$ cat src/rtl/irqc_pkg.sv
package irqc_pkg;

    // Per-device request state.
    typedef enum logic [0:0] {
        DEV_IDLE = 1'b0,
        DEV_PEND = 1'b1
    } irqc_state_e;

    // Vector assigned to the device at chain position idx.
    function automatic int unsigned vec_of(input int unsigned base,
                                           input int unsigned stride,
                                           input int unsigned idx);
        return base + idx * stride;
    endfunction

endpackage

$ cat src/rtl/irqc_device.sv
module irqc_device
    import irqc_pkg::*;
(
    input  logic clk,
    input  logic rst_n,
    input  logic raise_i,
    input  logic ack_up_i,
    output logic ack_down_o,
    output logic req_drive_n_o,
    output logic grant_o,
    output logic pending_o
);

    irqc_state_e state_q;
    irqc_state_e state_d;

    // Next-state logic: raise / serve / re-raise / hold.
    always_comb begin
        state_d = state_q;
        unique case (state_q)
            DEV_IDLE: begin
                if (raise_i) begin
                    state_d = DEV_PEND;
                end
            end
            DEV_PEND: begin
                if (ack_up_i && !raise_i) begin
                    state_d = DEV_IDLE;
                end
            end
            default: state_d = DEV_IDLE;
        endcase
    end

    // State register.
    always_ff @(posedge clk or negedge rst_n) begin
        if (!rst_n) begin
            state_q <= DEV_IDLE;
        end else begin
            state_q <= state_d;
        end
    end

    // Outputs from the current state and the incoming acknowledge.
    always_comb begin
        ack_down_o    = 1'b0;
        req_drive_n_o = 1'b1;
        grant_o       = 1'b0;
        pending_o     = 1'b0;
        unique case (state_q)
            DEV_IDLE: begin
                ack_down_o = ack_up_i;
            end
            DEV_PEND: begin
                req_drive_n_o = 1'b0;
                grant_o       = ack_up_i;
                pending_o     = 1'b1;
            end
            default: begin
                ack_down_o = 1'b0;
            end
        endcase
    end

    // a raise always leaves the device pending after the edge.
    assert_raise_sets_R2: assert property (@(posedge clk) disable iff (!rst_n)
        raise_i |=> pending_o);

    // a served device without a new raise is idle after the edge.
    assert_serve_clears_R6: assert property (@(posedge clk) disable iff (!rst_n)
        (grant_o && !raise_i) |=> !pending_o);

    // with no acknowledge arriving, a pending request stays pending.
    assert_hold_pending_R9: assert property (@(posedge clk) disable iff (!rst_n)
        (pending_o && !ack_up_i) |=> pending_o);

    // a pending device never lets the acknowledge through.
    assert_block_ack_R5: assert property (@(posedge clk) disable iff (!rst_n)
        pending_o |-> !ack_down_o);

endmodule

$ cat src/rtl/irqc_vec_sel.sv
module irqc_vec_sel
    import irqc_pkg::*;
#(
    parameter int unsigned N_DEV      = 4,
    parameter int unsigned VEC_W      = 8,
    parameter int unsigned VEC_BASE   = 64,
    parameter int unsigned VEC_STRIDE = 4
) (
    input  logic [N_DEV-1:0] grant_i,
    output logic             vec_valid_o,
    output logic [VEC_W-1:0] vec_o
);

    // Grants are one-hot, so an OR of the gated vectors selects the winner.
    always_comb begin
        vec_o = '0;
        for (int i = 0; i < int'(N_DEV); i++) begin
            if (grant_i[i]) begin
                vec_o = vec_o | VEC_W'(vec_of(VEC_BASE, VEC_STRIDE, i));
            end
        end
        vec_valid_o = |grant_i;
    end

endmodule

$ cat src/rtl/irqc_daisy_chain.sv
module irqc_daisy_chain
    import irqc_pkg::*;
#(
    parameter int unsigned N_DEV      = 4,
    parameter int unsigned VEC_W      = 8,
    parameter int unsigned VEC_BASE   = 64,
    parameter int unsigned VEC_STRIDE = 4
) (
    input  logic             clk,
    input  logic             rst_n,
    input  logic [N_DEV-1:0] raise_i,
    input  logic             ack_i,
    output logic             req_n_o,
    output logic             ack_tail_o,
    output logic             vec_valid_o,
    output logic [VEC_W-1:0] vec_o,
    output logic [N_DEV-1:0] pending_o
);

    logic [N_DEV:0]   ack_chain;
    logic [N_DEV-1:0] drive_n;
    logic [N_DEV-1:0] grant;

    assign ack_chain[0] = ack_i;

    for (genvar g = 0; g < N_DEV; g++) begin : g_dev
        irqc_device u_dev (
            .clk           (clk),
            .rst_n         (rst_n),
            .raise_i       (raise_i[g]),
            .ack_up_i      (ack_chain[g]),
            .ack_down_o    (ack_chain[g+1]),
            .req_drive_n_o (drive_n[g]),
            .grant_o       (grant[g]),
            .pending_o     (pending_o[g])
        );

        if (g > 0) begin : g_rank
            localparam logic [N_DEV-1:0] LOWER = N_DEV'((1 << g) - 1);

            // a device is granted only when no nearer device is pending.
            assert_nearest_wins_R4: assert property (@(posedge clk) disable iff (!rst_n)
                grant[g] |-> ((pending_o & LOWER) == '0));
        end
    end

    // Wired-AND request line.
    assign req_n_o    = &drive_n;
    assign ack_tail_o = ack_chain[N_DEV];

    irqc_vec_sel #(
        .N_DEV      (N_DEV),
        .VEC_W      (VEC_W),
        .VEC_BASE   (VEC_BASE),
        .VEC_STRIDE (VEC_STRIDE)
    ) u_vec (
        .grant_i     (grant),
        .vec_valid_o (vec_valid_o),
        .vec_o       (vec_o)
    );

    // at most one device holds the acknowledge.
    assert_single_grant_R4: assert property (@(posedge clk) disable iff (!rst_n)
        $onehot0(grant));

    // several simultaneous requesters still leave the line low.
    assert_shared_low_R3: assert property (@(posedge clk) disable iff (!rst_n)
        ($countones(pending_o) > 1) |-> !req_n_o);

    // an empty chain passes the acknowledge to the tail.
    assert_empty_pass_R5: assert property (@(posedge clk) disable iff (!rst_n)
        (ack_i && pending_o == '0) |-> ack_tail_o);

    // any pending device stops the acknowledge before the tail.
    assert_tail_blocked_R5: assert property (@(posedge clk) disable iff (!rst_n)
        (pending_o != '0) |-> !ack_tail_o);

    // no vector and no tail acknowledge outside an acknowledge cycle.
    assert_quiet_bus_R9: assert property (@(posedge clk) disable iff (!rst_n)
        !ack_i |-> (!vec_valid_o && vec_o == '0 && !ack_tail_o));

    // a pending chain under acknowledge always presents a vector.
    assert_vector_given_R4: assert property (@(posedge clk) disable iff (!rst_n)
        (ack_i && pending_o != '0) |-> vec_valid_o);

endmodule

$ cat config.mk
export PLATFORM = sky130hd
export DESIGN_NAME = irqc_daisy_chain
export DESIGN_NICKNAME = d
export VERILOG_FILES = /design/src/rtl/irqc_pkg.sv /design/src/rtl/irqc_device.sv /design/src/rtl/irqc_vec_sel.sv /design/src/rtl/irqc_daisy_chain.sv
export SDC_FILE = /design/constraint.sdc
export NUM_CORES = 1
export LEC_CHECK = 0
export BUFFER_PORTS_ARGS = -buffer_cell sky130_fd_sc_hd__buf_2
export CAP_MARGIN = 10
export CORE_AREA = 2 2 39 41
export CTS_BUF_LIST = sky130_fd_sc_hd__clkbuf_2 sky130_fd_sc_hd__clkbuf_4 sky130_fd_sc_hd__clkbuf_8
export DETAILED_ROUTE_END_ITERATION = 8
export DIE_AREA = 0 0 41 43
export GPL_TIMING_DRIVEN = 0
export HOLD_SLACK_MARGIN = 0.08
export PLACE_DENSITY = 0.59
export SYNTH_ARGS = -nofsm -noshare
export SYNTH_HDL_FRONTEND = slang
export SYNTH_SLANG_ARGS = --single-unit
$ cat constraint.sdc
create_clock -name clk -period 1.9 [get_ports clk]
set_input_delay 0.38 -clock clk [delete_from_list [all_inputs] [get_ports clk]]
set_output_delay 0.38 -clock clk [all_outputs]
set_load 0.05 [all_outputs]
==> results.cfg <==
[outcome]
outcome = finished clean

[synthesis]
syn_avg_cell_area_um2 = 8.84
netlist_top_cells_area = dfrtp_1 (37%), buf_4 (25%), a21o_1 (8.2%)
synth_cell_types = 12
ys_ff_latch = 4
yosysMostFrequentCell = buf_4
ys_top_cells_by_count = buf_4 (9), dfrtp_1 (4), nor2_1 (4), a21o_1 (3)
async_flop_share_pct = 100
yosysTopAreaCellShare_pct = 36.5
yosysTopAreaCell = dfrtp_1
synthesis.area_um2 = 274
synth_seq_area_share_pct = 36.5
yosysWarnings = 0
synth_ff_type = dfrtp_1
synth_edf_count = 0
syn_inst = 31

[global_routing]
grtUsageMet2_pct = 11.6
use_met3_pct = 1.57
antenna_found_initial = 0
grt_pass1_wl_um = 931
grt.busiest_layer = met2
grt_max_degree = 8
gr-total-overflow = 0
grt_pass1_vias = 234
use_met1_pct = 9.15
grt_usage_pct = 8.38

[power]
power_frac_seq_pct = 32.6
p_clk_share_pct = 35.1
power_density_mw_per_mm2 = 609
peakVddDrop_mv = 0.216
power_frac_comb_pct = 32.3
swShare_pct = 34.1
finalPower_uw = 292
power_switching_uw = 99.3
intPower_uw = 192
power.leakage_uw = 0.000245

[timing]
tns_ns = 0
fmax_ghz = 0.547
post-route-period-util_pct = 96.2
rsz0062_at_grt = false
period_minus_slack_ns = 1.83
setup_violations = 0
drv_slew = 0
finalHoldViolCount = 0
finClkSkew_ns = 0.00157
setup_ws_ns = 0.0721

[final_layout]
largest_register = g_dev.u_dev.state_q
area_delta_synth_final_pct = 74.9
multiInputGateArea_um2 = 140
post-route-util_pct = 34.6
drive_gt1_share_pct = 67.2
regArea_um2 = 103
nFillCells = 155
top_regs = g_dev.u_dev.state_q (4)
largest_reg_flops = 4
antennaDiodeCount = 0
fin_cells = 74
fin_nets = 67

[clock_tree]
cts_buffer_depth = 2
root_buffer = clkbuf_4
cts_sinks = 4
cts_tree = built
cts_buffers = 3
clk_latency_ns = 0.23
clkTransAtPathRegs_ns = 0.04
h-tree-depth = 1

[placed_design]
post-place-ws_ns = 0.178
port_buffers = 16
routabilityCongestion = 0.675
place_inst = 67

[floorplanning]
io_pins = 22
rows = 14
die_width_um = 41
dieArea_mm2 = 0.00176
start_util_pct = 19.8
die_height_um = 43
core_area_mm2 = 0.00138

[worst_setup_path]
critPathMaxFanout = 5
worstPathArrival_ns = 1.45
cp_data_required_time_ns = 1.52
path_class = reg2out
start_kind = flip-flop
cp-startpoint = g_dev[1].u_dev.state_q
end_kind = primary output
reg2reg_from = g_dev[1].u_dev.state_q

[route]
wire_per_inst_um = 7.84
firstDrtPassIters = 1
route.detailed.drc = 0
ant_nets = 0
vias = 267
drt_iter0_markers = 0
via_per_inst = 3.61
drt-total-wl_um = 580

[run]
drv_cap = 0

[worst_hold_path]
holdCritPathClass = in2reg
hp-start = raise_i[1]
## path summary, 6_finish.rpt
path,end,cells after the start,slack (ns)
setup / recovery,vec_o[3],3,0.07
hold / removal,g_dev[1].u_dev.state_q,2,0.33
setup reg to reg,g_dev[3].u_dev.state_q,3,0.51
hold reg to reg,g_dev[0].u_dev.state_q,1,0.57
max in group asynchronous,g_dev[1].u_dev.state_q,2,1.28
min in group asynchronous,g_dev[0].u_dev.state_q,2,0.49
## placed cells by master, fill, tap and decap left out, drive strengths merged
cell | synthesis | routed
dlygate4sd3 | 0 | 1
conb | 1 | 5
inv | 2 | 2
buf | 9 | 28
nor2 | 4 | 4
a21o | 4 | 4
clkbuf | 0 | 3
or4b | 1 | 1
or3b | 1 | 1
dfrtp | 4 | 4
a21oi | 1 | 1
nor4 | 2 | 2
nand2b | 2 | 2
## timing repair
item                                    CTS  global route
endpoints found under the setup margin    1             1
cloned                                    0             0
resized for setup                         2             2
hold endpoints to repair                  4             0
buffers inserted                          0             3
pin swaps                                 0             0
hold buffers                              1             0
## per-stage QoR
| step | hold WS, ns | instance area (um^2) |
|---|---|---|
| 6_report | 0.330 | 479 |
| 5_1_grt | 0.335 | 479 |
| 4_1_cts | 0.321 | 452 |
| 3_5_place_dp | 0.191 | 415 |
| 3_3_place_gp | 0.188 | 415 |
| 2_1_floorplan | 0.0844 | 315 |
## power groups by stage
stage / registers, uW / clock network (uW) / logic (uW)
after floorplan: 95.8 / 0 / 69.7
after CTS: 96.2 / 110 / 87.2
after detailed placement: 97.0 / 0 / 85.3
after global routing: 96.2 / 114 / 101
final: 95.2 / 102 / 94.2
after global placement: 96.7 / 0 / 84.8
## critical path, stage by stage (launching register included)
cell and delay, ns:
dfrtp_2 0.42, or3b_2 0.50, nor2_2 0.13, buf_6 0.16
## layout make-up
class / count / share of cell area (%)
Tap cell: 16 / 4.18
Inverter: 2 / 1.57
Sequential cell: 4 / 21.4
Timing Repair Buffer: 20 / 24.8
Clock buffer: 3 / 4.70
Buffer: 9 / 14.1
Multi-Input combinational cell: 20 / 29.2
## logic make-up (layout without fill, tap and decap cells)
group / after synthesis / in the layout / synth area share, %
buf+inv: 11 / 34 / 27.4
compound gates: 5 / 5 / 13.2
other cells: 1 / 5 / 1.37
simple gates: 10 / 10 / 21.5
flops: 4 / 4 / 36.5
## routing by layer
metal  up-vias  part of all wire, %
li1        143                    -
met1       112                   37
met2        12                   53
met3         0                  9.8
met4         0                    0
met5         -                    0
No activity file was read; power rests on OpenSTA's default activity.
